<file path="src/rtl/cfg_route_pkg.sv">
package cfg_route_pkg;

  typedef enum logic [1:0] {
    ROUTE_LOCAL  = 2'd0,
    ROUTE_WINDOW = 2'd1,
    ROUTE_REJECT = 2'd2
  } route_e;

  // strobes from control to datapath
  typedef struct packed {
    logic capture;    // latch the incoming request
    logic loadLocal;  // latch local read data
    logic loadDown;   // latch downstream read data
    logic loadOnes;   // latch the no-device pattern
  } dpCtl_t;

endpackage

</file>
<file path="src/rtl/cfg_route_dp.sv">
module cfg_route_dp
  import cfg_route_pkg::*;
#(
  parameter int BUS_W  = 8,
  parameter int SLOT_W = 5,
  parameter int FUNC_W = 3,
  parameter int OFF_W  = 12,
  parameter int DATA_W = 32,
  parameter int ADDR_W = 32,
  parameter logic [ADDR_W-1:0] CFG_BASE = 32'h4000_0000,
  parameter logic [ADDR_W-1:0] WIN_LOW  = '0,
  localparam int DEVFN_W   = SLOT_W + FUNC_W,
  localparam int BDF_W     = BUS_W + DEVFN_W,
  localparam int WIN_LOW_W = ADDR_W - BDF_W
) (
  input  logic               clk,
  input  logic               rstN,
  input  dpCtl_t             ctl,
  input  logic [BUS_W-1:0]   rootBus,
  input  logic [BUS_W-1:0]   secBus,
  input  logic [BUS_W-1:0]   reqBus,
  input  logic [DEVFN_W-1:0] reqDevFn,
  input  logic [OFF_W-1:0]   reqOffset,
  input  logic               reqWrite,
  input  logic [DATA_W-1:0]  reqWdata,
  output route_e             route,
  output logic               writeQ,
  output logic [OFF_W-1:0]   locAddr,
  output logic [DATA_W-1:0]  locWdata,
  input  logic [DATA_W-1:0]  locRdata,
  output logic [ADDR_W-1:0]  dsAddr,
  output logic [DATA_W-1:0]  dsWdata,
  input  logic [DATA_W-1:0]  dsRdata,
  output logic [ADDR_W-1:0]  winData,
  output logic [DATA_W-1:0]  rspRdata
);

  logic [BUS_W-1:0]   busQ;
  logic [DEVFN_W-1:0] devFnQ;
  logic [OFF_W-1:0]   offQ;
  logic [DATA_W-1:0]  wdataQ;
  logic [DATA_W-1:0]  rdataQ;
  logic [SLOT_W-1:0]  reqSlot;

  assign reqSlot = reqDevFn[DEVFN_W-1:FUNC_W];

  // topology filter on the incoming request
  always_comb begin
    if (reqBus == rootBus)
      route = (reqDevFn == '0) ? ROUTE_LOCAL : ROUTE_REJECT;
    else if (reqBus == secBus && reqSlot != '0)
      route = ROUTE_REJECT;
    else
      route = ROUTE_WINDOW;
  end

  always_ff @(posedge clk) begin
    if (!rstN) begin
      busQ   <= '0;
      devFnQ <= '0;
      offQ   <= '0;
      wdataQ <= '0;
      writeQ <= 1'b0;
    end else if (ctl.capture) begin
      busQ   <= reqBus;
      devFnQ <= reqDevFn;
      offQ   <= reqOffset;
      wdataQ <= reqWdata;
      writeQ <= reqWrite;
    end
  end

  always_ff @(posedge clk) begin
    if (!rstN)              rdataQ <= '0;
    else if (ctl.loadOnes)  rdataQ <= '1;
    else if (ctl.loadLocal) rdataQ <= locRdata;
    else if (ctl.loadDown)  rdataQ <= dsRdata;
  end

  assign locAddr  = offQ;
  assign locWdata = wdataQ;
  assign dsWdata  = wdataQ;
  assign dsAddr   = CFG_BASE + {{(ADDR_W-OFF_W){1'b0}}, offQ};
  assign winData  = {busQ, devFnQ, WIN_LOW[WIN_LOW_W-1:0]};
  assign rspRdata = rdataQ;

  // returned data only changes on a load strobe
  a_r9_rdata_stable: assert property (@(posedge clk) disable iff (!rstN)
    !(ctl.loadOnes || ctl.loadLocal || ctl.loadDown) |=> $stable(rdataQ));

endmodule

</file>
<file path="src/rtl/cfg_route_ctrl.sv">
module cfg_route_ctrl
  import cfg_route_pkg::*;
(
  input  logic   clk,
  input  logic   rstN,
  input  logic   reqValid,
  output logic   reqReady,
  input  route_e route,
  output dpCtl_t ctl,
  output logic   locReq,
  input  logic   locAck,
  output logic   winWe,
  output logic   dsReq,
  input  logic   dsAck,
  output logic   rspValid
);

  typedef enum logic [2:0] {
    ST_IDLE, ST_LOCAL, ST_WINSET, ST_DOWN, ST_RESP
  } state_e;

  state_e state, stateNext;

  always_comb begin
    stateNext = state;
    ctl       = '0;
    unique case (state)
      ST_IDLE: if (reqValid) begin
        ctl.capture = 1'b1;
        unique case (route)
          ROUTE_LOCAL:  stateNext = ST_LOCAL;
          ROUTE_WINDOW: stateNext = ST_WINSET;
          default: begin
            ctl.loadOnes = 1'b1;
            stateNext    = ST_RESP;
          end
        endcase
      end
      ST_LOCAL: if (locAck) begin
        ctl.loadLocal = 1'b1;
        stateNext     = ST_RESP;
      end
      ST_WINSET: stateNext = ST_DOWN;
      ST_DOWN: if (dsAck) begin
        ctl.loadDown = 1'b1;
        stateNext    = ST_RESP;
      end
      default: stateNext = ST_IDLE;
    endcase
  end

  always_ff @(posedge clk) begin
    if (!rstN) state <= ST_IDLE;
    else       state <= stateNext;
  end

  assign reqReady = (state == ST_IDLE);
  assign locReq   = (state == ST_LOCAL);
  assign winWe    = (state == ST_WINSET);
  assign dsReq    = (state == ST_DOWN);
  assign rspValid = (state == ST_RESP);

  // nothing new is taken while a request is in flight
  a_r8_one_outstanding: assert property (@(posedge clk) disable iff (!rstN)
    (reqValid && reqReady) |=> !reqReady);

  // the window base strobe is a single cycle
  a_r5_win_single: assert property (@(posedge clk) disable iff (!rstN)
    winWe |=> !winWe);

  // a rejected request touches no target
  a_r7_reject_quiet: assert property (@(posedge clk) disable iff (!rstN)
    (reqValid && reqReady && route == ROUTE_REJECT) |=> (!locReq && !dsReq && !winWe && rspValid));

endmodule

</file>
<file path="src/rtl/cfg_route.sv">
module cfg_route
  import cfg_route_pkg::*;
#(
  parameter int BUS_W  = 8,
  parameter int SLOT_W = 5,
  parameter int FUNC_W = 3,
  parameter int OFF_W  = 12,
  parameter int DATA_W = 32,
  parameter int ADDR_W = 32,
  parameter logic [ADDR_W-1:0] CFG_BASE = 32'h4000_0000,
  parameter logic [ADDR_W-1:0] WIN_LOW  = '0,
  localparam int DEVFN_W = SLOT_W + FUNC_W
) (
  input  logic               clk,
  input  logic               rstN,
  input  logic [BUS_W-1:0]   rootBus,
  input  logic [BUS_W-1:0]   secBus,
  input  logic               reqValid,
  output logic               reqReady,
  input  logic [BUS_W-1:0]   reqBus,
  input  logic [DEVFN_W-1:0] reqDevFn,
  input  logic [OFF_W-1:0]   reqOffset,
  input  logic               reqWrite,
  input  logic [DATA_W-1:0]  reqWdata,
  output logic               rspValid,
  output logic [DATA_W-1:0]  rspRdata,
  output logic               locReq,
  output logic               locWrite,
  output logic [OFF_W-1:0]   locAddr,
  output logic [DATA_W-1:0]  locWdata,
  input  logic               locAck,
  input  logic [DATA_W-1:0]  locRdata,
  output logic               winWe,
  output logic [ADDR_W-1:0]  winData,
  output logic               dsReq,
  output logic               dsWrite,
  output logic [ADDR_W-1:0]  dsAddr,
  output logic [DATA_W-1:0]  dsWdata,
  input  logic               dsAck,
  input  logic [DATA_W-1:0]  dsRdata
);

  dpCtl_t ctl;
  route_e route;
  logic   writeQ;

  cfg_route_ctrl u_ctrl (
    .clk      (clk),
    .rstN     (rstN),
    .reqValid (reqValid),
    .reqReady (reqReady),
    .route    (route),
    .ctl      (ctl),
    .locReq   (locReq),
    .locAck   (locAck),
    .winWe    (winWe),
    .dsReq    (dsReq),
    .dsAck    (dsAck),
    .rspValid (rspValid)
  );

  cfg_route_dp #(
    .BUS_W (BUS_W), .SLOT_W (SLOT_W), .FUNC_W (FUNC_W), .OFF_W (OFF_W),
    .DATA_W (DATA_W), .ADDR_W (ADDR_W), .CFG_BASE (CFG_BASE), .WIN_LOW (WIN_LOW)
  ) u_dp (
    .clk       (clk),
    .rstN      (rstN),
    .ctl       (ctl),
    .rootBus   (rootBus),
    .secBus    (secBus),
    .reqBus    (reqBus),
    .reqDevFn  (reqDevFn),
    .reqOffset (reqOffset),
    .reqWrite  (reqWrite),
    .reqWdata  (reqWdata),
    .route     (route),
    .writeQ    (writeQ),
    .locAddr   (locAddr),
    .locWdata  (locWdata),
    .locRdata  (locRdata),
    .dsAddr    (dsAddr),
    .dsWdata   (dsWdata),
    .dsRdata   (dsRdata),
    .winData   (winData),
    .rspRdata  (rspRdata)
  );

  assign locWrite = writeQ;
  assign dsWrite  = writeQ;

  // at most one target is addressed at a time
  a_r2_one_target: assert property (@(posedge clk) disable iff (!rstN)
    !(locReq && dsReq));

  // the downstream access starts right after the window base update
  a_r6_down_after_win: assert property (@(posedge clk) disable iff (!rstN)
    $rose(dsReq) |-> $past(winWe));

  // a pending downstream access holds its address until acked
  a_r9_ds_hold: assert property (@(posedge clk) disable iff (!rstN)
    (dsReq && !dsAck) |=> (dsReq && $stable(dsAddr)));

  // a pending local access holds its address until acked
  a_r9_loc_hold: assert property (@(posedge clk) disable iff (!rstN)
    (locReq && !locAck) |=> (locReq && $stable(locAddr)));

endmodule

</file>
<file path="config.mk">
export PLATFORM = sky130hd
export DESIGN_NAME = cfg_route
export DESIGN_NICKNAME = d
export VERILOG_FILES = /design/src/rtl/cfg_route_pkg.sv /design/src/rtl/cfg_route_dp.sv /design/src/rtl/cfg_route_ctrl.sv /design/src/rtl/cfg_route.sv
export SDC_FILE = /design/constraint.sdc
export NUM_CORES = 1
export LEC_CHECK = 0
export ABC_AREA = 1
export BUFFER_PORTS_ARGS = -buffer_cell sky130_fd_sc_hd__buf_4
export CORE_AREA = 2 2 128 130
export DETAILED_ROUTE_END_ITERATION = 12
export DIE_AREA = 0 0 130 132
export HOLD_SLACK_MARGIN = 0.03
export SYNTH_ARGS = -nofsm -noshare
export SYNTH_HDL_FRONTEND = slang
export SYNTH_SLANG_ARGS = --single-unit
export TNS_END_PERCENT = 1
</file>
<file path="constraint.sdc">
create_clock -name clk -period 1.98 [get_ports clk]
set_clock_uncertainty 0.2 [all_clocks]
set_input_delay 0.198 -clock clk [delete_from_list [all_inputs] [get_ports clk]]
set_output_delay 0.198 -clock clk [all_outputs]
set_load 0.01 [all_outputs]
</file>
==> impl_metrics.py, run 1 <==
metrics = {
    "hold_path": {
        "min_path_type": "in2reg",
    },
    "drt": {
        "drt-initial-drc-count": 258,
        "ant_nets": 0,
        "via_per_inst": 4.323,
        "via_count": 5175,
        "drtPass1Iterations": 4,
        "remaining_drc_errors": 0,
        "wl_per_cell_um": 13.54,
        "wirelength_mm": 16.21,
    },
    "floorplan": {
        "dieArea_mm2": 0.01716,
        "core_mm2": 0.01571,
        "die_h_um": 132,
        "ioPinCount": 325,
        "rows": 46,
        "initial_core_util": 0.3078,
        "die_x_um": 130,
    },
    "power_and_ir_drop": {
        "p_leak_nw": 3.906,
        "power_w": 0.006716,
        "p_per_area_mw_per_mm2": 844.0,
        "vdd_drop_max_uv": 468.9,
    },
    "clock_tree": {
        "clkTransAtPathRegs_ns": 0.07,
        "cts.sinks": 96,
        "h-tree-depth": 3,
        "cts_buffer_depth": 2,
        "cts_tree": "yes",
        "clockRootBuffer": "clkbuf_16",
        "cts_buffers": 9,
        "clock_latency_ns": 0.34,
    },
    "final_layout": {
        "drive_above_1_share": 0.3670,
        "design_area_mm2": 0.007958,
        "n_antenna_cell": 0,
        "area_delta_synth_final_pct": 64.55,
        "fin_nets": 1122,
    },
    "logic_synthesis": {
        "avgSynthCellArea_um2": 7.218,
        "syn_inst": 670,
        "synth_flop_cell": "dfxtp_1",
        "synth-edff-count": 0,
        "synth_most_common_cell": "nand2_1",
        "synthArstFlopShare": 0,
        "synth_area_leaders": "dfxtp_1, nand2_1, buf_4",
        "synth_top_area_cell": "dfxtp_1",
        "mappedNetlistArea_mm2": 0.004836,
        "synth_top_area_frac": 0.3974,
        "ys_seq_area_frac": 0.3974,
        "synth_cell_type_count": 29,
        "ys_seq_elements": 96,
        "ys_warn_count": 0,
        "synth_common_cells": "nand2_1, a21oi_1, dfxtp_1, buf_4, inv_1",
    },
    "setup_path": {
        "cpMaxStageDelayCell": "dlygate4sd3_1",
        "worstPathArrival_ns": 2.00,
        "crit_buf_inv": 4,
        "worstPathCellList": "dlygate4sd3_1 > buf_4 > xnor2_2 > nand2_1 > nor2_2 > nand3_2 > nand2_4 > nand3_4 > clkbuf_16 > nand3_1 > nand2_1 > inv_1",
        "crit_type": "in2reg",
        "required_ns": 2.07,
        "cp_common_cell": "nand2_1",
        "start_kind": "input pin",
        "critical-path-top-delay-family": "buffers and inverters",
        "crit_fanout": 8,
        "end_kind": "register",
        "cpPeakStageDelay_ns": 0.53,
    },
    "grt": {
        "grt_pass1_vias": 4989,
        "grtUsageTotal": 0.1772,
        "grt_start_max_net_pins": 63,
        "overflow": 0,
        "grt_pass1_wl_mm": 24.42,
        "grt_antenna_before_repair": 0,
    },
    "placed_design": {
        "dp_hpwl_mm": 11.17,
        "gp_congestion": 0.7265,
        "place_area_mm2": 0.006701,
        "portBuffers": 288,
    },
    "sta": {
        "tightest_slew_ns": 0.6240,
        "finalCritPeriodShare": 0.9672,
        "hold_viol": 0,
        "fmax_mhz": 522.2,
        "report.final.slew_viol_count": 0,
        "finalCriticalPeriod_ns": 1.915,
        "setup_viol": 0,
        "whs_ns": 0.04501,
        "maxSlewHeadroom": 0.5840,
    },
    "run": {
        "cap_violations": 0,
    },
    "outcome": {
        "status": "complete, no violations",
    },
}
==> path summary, 6_finish.rpt <==
| kind | from | to | slack, ns | cells after the start |
|---|---|---|---|---|
| setup / recovery | reqBus[7] | u_dp.rspRdata[16] | 0.06 | 12 |
| hold / removal | locRdata[30] | u_dp.rspRdata[30] | 0.05 | 5 |
| hold reg to reg | u_dp.devFnQ[7] | u_dp.devFnQ[7] | 0.27 | 2 |
| setup reg to reg | u_ctrl.state[2] | u_dp.rspRdata[16] | 0.20 | 10 |
==> routing by layer <==
layer	routed length, um	global-route usage	vias to the layer above
met5	0	0	-
li1	-	-	2614
met1	6432	0.1978	2333
met4	306	0.05018	0
met3	1271	0.05966	24
met2	8202	0.3170	204
==> cell families after synthesis <==
logic type / count (synthesis) / synth area share
simple gates: 261 / 0.2282
buf+inv: 165 / 0.2116
other cells: 2 / 0.001553
compound gates: 134 / 0.1395
xor+xnor: 12 / 0.02173
flops: 96 / 0.3974
==> through the flow <==
stage	TNS (ns)	instances	utilization	setup slack, ns
final	0	1197	0.5065	0.06495
after global routing	-0.2753	1197	0.5065	-0.02941
after CTS	0	1196	0.4943	0.04854
after detailed placement	0	1102	0.4265	0.2400
after global placement	0	1102	0.4265	0.2547
after floorplan	0	704	-	0.4506
==> area by class of cell <==
| type | count | area (um2) |
|---|---|---|
| multi-input cells | 443 | 2141 |
| repair buffers | 378 | 3157 |
| fillers | 1543 | 7755 |
| flip-flops and latches | 96 | 1922 |
| well taps | 216 | 270.3 |
| clock buffers | 12 | 256.5 |
| inverters | 48 | 183.9 |
| clock inverters | 4 | 27.53 |
==> report_power, final <==
part / total (W) / switching, W / leakage, nW / internal (W)
logic: 0.00256 / 0.00131 / 2.98 / 0.00125
clock network: 0.00169 / 0.000763 / 0.143 / 0.000925
registers: 0.00246 / 0.000212 / 0.785 / 0.00225
total: 0.00672 / 0.00229 / 3.91 / 0.00443
==> what timing repair did <==
action,CTS,global route
hold buffers,78,0
hold endpoints to repair,78,0
resized for setup,0,27
setup buffers,0,4
setup endpoints to repair,0,33
==> state kept, by name (all words and copies together) (netlist names) <==
| signal | count |
|---|---|
| u_ctrl.state | 3 |
| u_dp.writeQ | 1 |
| u_dp.busQ | 8 |
| u_dp.dsWdata | 32 |
| u_dp.devFnQ | 8 |
| u_dp.locAddr | 12 |
| u_dp.rspRdata | 32 |
==> worst reg2reg max path: cells and delay by family (launching register included) <==
| family | cells | cell delay (ns) |
|---|---|---|
| AND/OR/NAND/NOR | 6 | 0.64 |
| buffers and inverters | 4 | 0.55 |
| flip-flops | 1 | 0.33 |
==> cell usage in the layout (no fill, tap or decap), types with 2 or more instances in the layout <==
cell type,synthesis,routed
nand3_2,1,3
nand2_1,204,200
nand3_1,33,31
clkinv_2,1,3
clkbuf_8,0,2
buf_4,85,291
o21ai_1,8,8
xnor2_1,12,3
buf_12,0,5
inv_1,39,37
a21oi_1,96,96
nor2_1,6,4
clkbuf_16,0,12
dlymetal6s4s_1,0,2
inv_2,7,9
xnor2_2,0,9
nand2_2,4,7
nor2_4,1,4
nor2_2,5,4
nand2_4,1,2
dlygate4sd3_1,0,76
dfxtp_1,96,96
conb_1,2,36
o21ai_0,29,29
No activity file was read; power rests on OpenSTA's default activity.
==> inputs of run 2 (changes only) <==
--- a/config.mk
+++ b/config.mk
@@ -11,6 +11,7 @@
 export DETAILED_ROUTE_END_ITERATION = 12
 export DIE_AREA = 0 0 130 132
 export HOLD_SLACK_MARGIN = 0.03
+export PLACE_DENSITY = 0.74
 export SYNTH_ARGS = -nofsm -noshare
 export SYNTH_HDL_FRONTEND = slang
 export SYNTH_SLANG_ARGS = --single-unit
==> impl_metrics.py, run 2 (synthesized netlist as in run 1, its figures left out) <==
metrics = {
    "sta": {
        "setup_viol": 0,
        "finalCritPeriodShare": 0.9744,
        "whs_ns": 0.04506,
        "rsz0062_at_grt": "false",
        "report.final.slew_viol_count": 0,
        "setup_tns_ns": 0,
        "fmax_mhz": 518.3,
        "hold_viol": 0,
        "finalCriticalPeriod_ns": 1.929,
    },
    "clock_tree": {
        "clockRootBuffer": "clkbuf_16",
        "cts_buffers": 9,
        "cts.sinks": 96,
        "clkTransAtPathRegs_ns": 0.08,
        "clock_latency_ns": 0.34,
        "cts_buffer_depth": 2,
        "cts_tree": "yes",
        "h-tree-depth": 3,
    },
    "setup_path": {
        "worstPathArrival_ns": 1.98,
        "end_kind": "register",
        "rr_startpoint": "u_ctrl.state[1]",
        "r2r_end": "u_dp.rspRdata[27]",
        "crit_type": "in2reg",
        "reg2reg_depth": 9,
        "required_ns": 2.03,
        "ff2ff_setup_slack_ns": 0.20,
        "crit_fanout": 8,
        "start_kind": "input pin",
    },
    "final_layout": {
        "layout_commonest_cell": "buf_4",
        "area_delta_synth_final_pct": 65.87,
        "drive_above_1_share": 0.3643,
        "fill_cells": 1483,
        "mostFrequentLayoutCells": "buf_4, nand2_1, dfxtp_1",
        "fin_nets": 1132,
        "design_area_mm2": 0.008021,
    },
    "floorplan": {
        "core_mm2": 0.01571,
        "dieArea_mm2": 0.01716,
        "die_x_um": 130,
        "die_h_um": 132,
        "initial_core_util": 0.3078,
        "rows": 46,
        "ioPinCount": 325,
    },
    "power_and_ir_drop": {
        "comb_power_share": 0.380,
        "p_per_area_mw_per_mm2": 848.9,
        "p_int_w": 0.004403,
        "vdd_drop_max_uv": 384.1,
        "p_clk_frac": 0.257,
        "switchingPower_w": 0.002406,
        "p_leak_nw": 3.913,
        "switching_share": 0.3534,
        "power_frac_seq": 0.363,
    },
    "placed_design": {
        "place_area_mm2": 0.006674,
        "gp_congestion": 0.8038,
        "portBuffers": 288,
        "dp_hpwl_mm": 11.10,
    },
    "outcome": {
        "status": "complete, no violations",
    },
    "hold_path": {
        "holdPathEnd": "u_dp.rspRdata[5]",
        "min_path_type": "in2reg",
        "min_path_cells": 5,
        "min-delay-start": "locRdata[5]",
    },
    "drt": {
        "remaining_drc_errors": 0,
        "wl_met1_mm": 6.638,
        "wl_met2_mm": 8.558,
        "wl_per_cell_um": 13.96,
        "top_layer_used": "met4",
        "met3_length_mm": 1.259,
        "via_per_inst": 4.396,
        "via_count": 5310,
        "ant_nets": 0,
        "drt-initial-drc-count": 234,
        "drtPass1Iterations": 4,
        "wirelength_mm": 16.86,
    },
    "grt": {
        "grt_pass1_wl_mm": 24.97,
        "grt_antenna_before_repair": 1,
        "grt_start_max_net_pins": 58,
        "grtUsageTotal": 0.1830,
        "grt_pass1_vias": 4960,
        "overflow": 0,
    },
    "run": {
        "cap_violations": 0,
    },
}
-- run 2: cell count changes in the layout (fill, tap and decap cells not counted), sizes merged, moves of 2 or more --
cell          change
buf               +3
clkbuf            -4
clkinv            -3
inv               +5
dlymetal6s4s      -2
dlygate4sd3      +10
-- run 2: cell type report --
type	instances	area, um2	area share
antenna	1	2.502	0.0003120
clock buffer	9	225.2	0.02808
clock inverter	7	70.07	0.008735
inverter	48	185.2	0.02309
multi-input combinational	443	2130	0.2655
sequential	96	1922	0.2396
tap	216	270.3	0.03369
timing repair buffer	388	3217	0.4010
-- run 2: layer usage --
| layer | global-route usage | up-vias |
|---|---|---|
| met3 | 0.04992 | 26 |
| met4 | 0.07348 | 0 |
| met2 | 0.3301 | 238 |
| li1 | - | 2633 |
| met5 | 0 | - |
| met1 | 0.1998 | 2413 |
-- run 2: metrics by stage --
stage / setup WS [ns] / total power [W] / instances / util
final: 0.05070 / 0.006809 / 1208 / 0.5105
after floorplan: 0.4506 / 0.003958 / 704 / -
after CTS: 0.01410 / 0.006825 / 1202 / 0.4983
after global routing: 0.0007494 / 0.007216 / 1208 / 0.5105
after detailed placement: 0.1147 / 0.004911 / 1100 / 0.4247
after global placement: 0.1788 / 0.004879 / 1100 / 0.4247
-- run 2: worst max path at each step --
stage                   endpoint             from
5_1_grt        u_dp.rspRdata[12]        reqBus[1]
3_3_place_gp   u_dp.rspRdata[10]  u_ctrl.state[1]
3_5_place_dp    u_dp.rspRdata[1]  u_ctrl.state[1]
2_1_floorplan  u_dp.rspRdata[15]  u_ctrl.state[0]
6_report       u_dp.rspRdata[12]      reqDevFn[2]
4_1_cts        u_dp.rspRdata[27]      reqDevFn[0]
-- run 2: critical path, cell delays in order --
cell and delay (ns):
dlygate4sd3_1 0.54, buf_4 0.14, or3_4 0.40, nor2_4 0.13, nand3_2 0.09, nand3_4 0.13, clkbuf_16 0.18, nand3_1 0.07
nand2_1 0.07, inv_1 0.03
-- run 2: repair_timing --
action | CTS | global route
hold buffers | 86 | 0
resized for setup | 0 | 23
buffers inserted | 0 | 2
setup endpoints to repair | 0 | 33
endpoints found under the hold margin | 83 | 0
-- run 2: power by group through the flow --
stage / Combinational [W] / Sequential, W / Clock [W]
3_5_place_dp: 0.00240 / 0.00251 / 0
3_3_place_gp: 0.00238 / 0.00250 / 0
6_report: 0.00259 / 0.00247 / 0.00175
4_1_cts: 0.00255 / 0.00247 / 0.00181
2_1_floorplan: 0.00134 / 0.00262 / 0
5_1_grt: 0.00283 / 0.00251 / 0.00187
==> inputs of run 3 (changes only) <==
--- a/config.mk
+++ b/config.mk
@@ -7,11 +7,13 @@
 export LEC_CHECK = 0
 export ABC_AREA = 1
 export BUFFER_PORTS_ARGS = -buffer_cell sky130_fd_sc_hd__buf_4
-export CORE_AREA = 2 2 128 130
+export CELL_PAD_IN_SITES_DETAIL_PLACEMENT = 2
+export CELL_PAD_IN_SITES_GLOBAL_PLACEMENT = 2
+export CORE_UTILIZATION = 21
 export DETAILED_ROUTE_END_ITERATION = 12
-export DIE_AREA = 0 0 130 132
 export HOLD_SLACK_MARGIN = 0.03
-export PLACE_DENSITY = 0.74
+export MAX_ROUTING_LAYER = met4
+export PLACE_DENSITY = 0.94
 export SYNTH_ARGS = -nofsm -noshare
 export SYNTH_HDL_FRONTEND = slang
 export SYNTH_SLANG_ARGS = --single-unit
==> impl_metrics.py, run 3 (synthesized netlist as in run 1, its figures left out) <==
metrics = {
    "sta": {
        "setup_tns_ns": 0,
        "setup_viol": 0,
        "report.final.slew_viol_count": 0,
        "hold_viol": 0,
        "finalCritPeriodShare": 0.9894,
        "finalCriticalPeriod_ns": 1.959,
        "worst_slack_ns": 0.02095,
        "fmax_mhz": 510.5,
    },
    "power_and_ir_drop": {
        "power_w": 0.007091,
        "vdd_drop_max_uv": 338.8,
        "p_per_area_mw_per_mm2": 882.6,
        "p_clk_frac": 0.258,
        "comb_power_share": 0.390,
        "switchingPower_w": 0.002592,
        "p_leak_nw": 3.928,
        "p_int_w": 0.004499,
        "switching_share": 0.3655,
        "power_frac_seq": 0.352,
    },
    "grt": {
        "grt_pass1_wl_mm": 35.47,
        "grtUsageTotal": 0.2014,
        "overflow": 0,
        "grt_antenna_before_repair": 3,
        "grt_start_max_net_pins": 47,
        "grt_pass1_vias": 6376,
    },
    "setup_path": {
        "end_kind": "register",
        "start_kind": "register",
        "cpPeakStageDelay_ns": 0.43,
        "crit_buf_inv": 4,
        "crit_type": "reg2reg",
        "crit_fanout": 13,
        "cpMaxStageDelayCell": "dfxtp_1",
        "worstPathArrival_ns": 1.99,
        "worstPathCellList": "inv_2 > nand2_2 > inv_4 > nand2_8 > clkinv_2 > buf_12 > nand2_1 > nand3_1 > o21ai_0 > a21oi_1",
        "ff2ff_setup_slack_ns": 0.02,
        "required_ns": 2.01,
        "critical-path-top-delay-family": "buffers and inverters",
    },
    "clock_tree": {
        "cts_tree": "yes",
        "clkTransAtPathRegs_ns": 0.07,
        "cts_buffer_depth": 2,
        "cts_buffers": 9,
        "clockRootBuffer": "clkbuf_16",
        "h-tree-depth": 3,
        "clock_latency_ns": 0.34,
        "cts.sinks": 96,
    },
    "drt": {
        "remaining_drc_errors": 0,
        "via_count": 5562,
        "drt-initial-drc-count": 105,
        "wirelength_mm": 24.14,
        "ant_nets": 0,
        "via_per_inst": 4.383,
        "drtPass1Iterations": 4,
        "wl_per_cell_um": 19.02,
    },
    "floorplan": {
        "dieArea_mm2": 0.02364,
        "initial_core_util": 0.2136,
        "die_h_um": 153.8,
        "ioPinCount": 325,
        "core_mm2": 0.02264,
        "rows": 55,
        "die_x_um": 153.8,
    },
    "placed_design": {
        "preCtsSetupSlack_ns": 0.09465,
        "gp_congestion": 0.7847,
        "place_inst": 1177,
        "dp_hpwl_mm": 15.62,
        "portBuffers": 288,
    },
    "hold_path": {
        "min_path_type": "in2reg",
    },
    "run": {
        "cap_violations": 0,
    },
    "final_layout": {
        "drive_above_1_share": 0.3731,
        "fin_nets": 1122,
        "layout_commonest_cell": "buf_4",
        "mostFrequentLayoutCells": "buf_4, nand2_1, a21oi_1, dfxtp_1, dlygate4sd3_1",
        "final_util": 0.3548,
        "area_delta_synth_final_pct": 66.13,
        "fin_cells": 1269,
    },
    "outcome": {
        "status": "complete, no violations",
    },
}
-- run 3: cell types whose count changed in the layout (fill, tap and decap cells not counted), moves of 2 or more --
| cell | delta |
|---|---|
| diode_2 | +2 |
| inv_8 | -4 |
| nand2_2 | +4 |
| inv_1 | -2 |
| dlymetal6s4s_1 | +6 |
| clkinv_2 | +4 |
| dlygate4sd3_1 | -18 |
| nand2_1 | -4 |
| inv_2 | +2 |
-- run 3: cell type report --
type / instances / area, um2
Antenna cell: 3 / 7.507
Clock buffer: 9 / 225.2
Clock inverter: 7 / 70.07
Fill cell: 2601 / 14610
Inverter: 48 / 183.9
Multi-Input combinational cell: 443 / 2121
Sequential cell: 96 / 1922
Tap cell: 285 / 356.6
Timing Repair Buffer: 378 / 3148
-- run 3: path summary, 6_finish.rpt --
kind | to | start | cells after the start
setup / recovery | u_dp.rspRdata[6] | u_ctrl.state[1] | 10
hold reg to reg | u_dp.devFnQ[7] | u_dp.devFnQ[7] | 2
hold / removal | u_ctrl.state[0] | reqValid | 5
setup reg to reg | u_dp.rspRdata[6] | u_ctrl.state[1] | 10
-- run 3: power groups by stage --
stage               logic [W]  registers (W)  clock network, W
floorplan             0.00134        0.00262                 0
global placement      0.00246        0.00251                 0
detailed placement    0.00257        0.00252                 0
CTS                   0.00270        0.00248           0.00190
global route          0.00300        0.00254           0.00195
finish                0.00276        0.00250           0.00183
-- run 3: what timing repair did --
action	4_1_cts	5_1_grt
hold buffers	74	1
hold endpoints to repair	75	1
gates resized for setup	0	32
buffers inserted	0	1
setup endpoints to repair	0	34
-- run 3: stage by stage --
stage / cell area (um2) / hold WS [ns]
3_5_place_dp: 6820 / 0.2602
3_3_place_gp: 6820 / 0.2481
4_1_cts: 7856 / 0.03425
2_1_floorplan: 4964 / 0.1210
5_1_grt: 8034 / 0.06420
6_report: 8034 / 0.05134
-- run 3: per-layer routing --
layer | vias up | wire (um) | track usage | part of all wire
li1 | 2614 | - | - | -
met1 | 2683 | 8936 | 0.2001 | 0.37
met2 | 215 | 13410 | 0.3844 | 0.56
met3 | 50 | 931 | 0.02818 | 0.039
met4 | 0 | 864 | 0.09476 | 0.036
met5 | - | 0 | - | 0
-- run 3: worst min-delay path, cell delays in order --
cell and delay [ns]:
buf_4 0.12, inv_1 0.05, nand2_1 0.07, nand2_1 0.07
a21oi_1 0.04
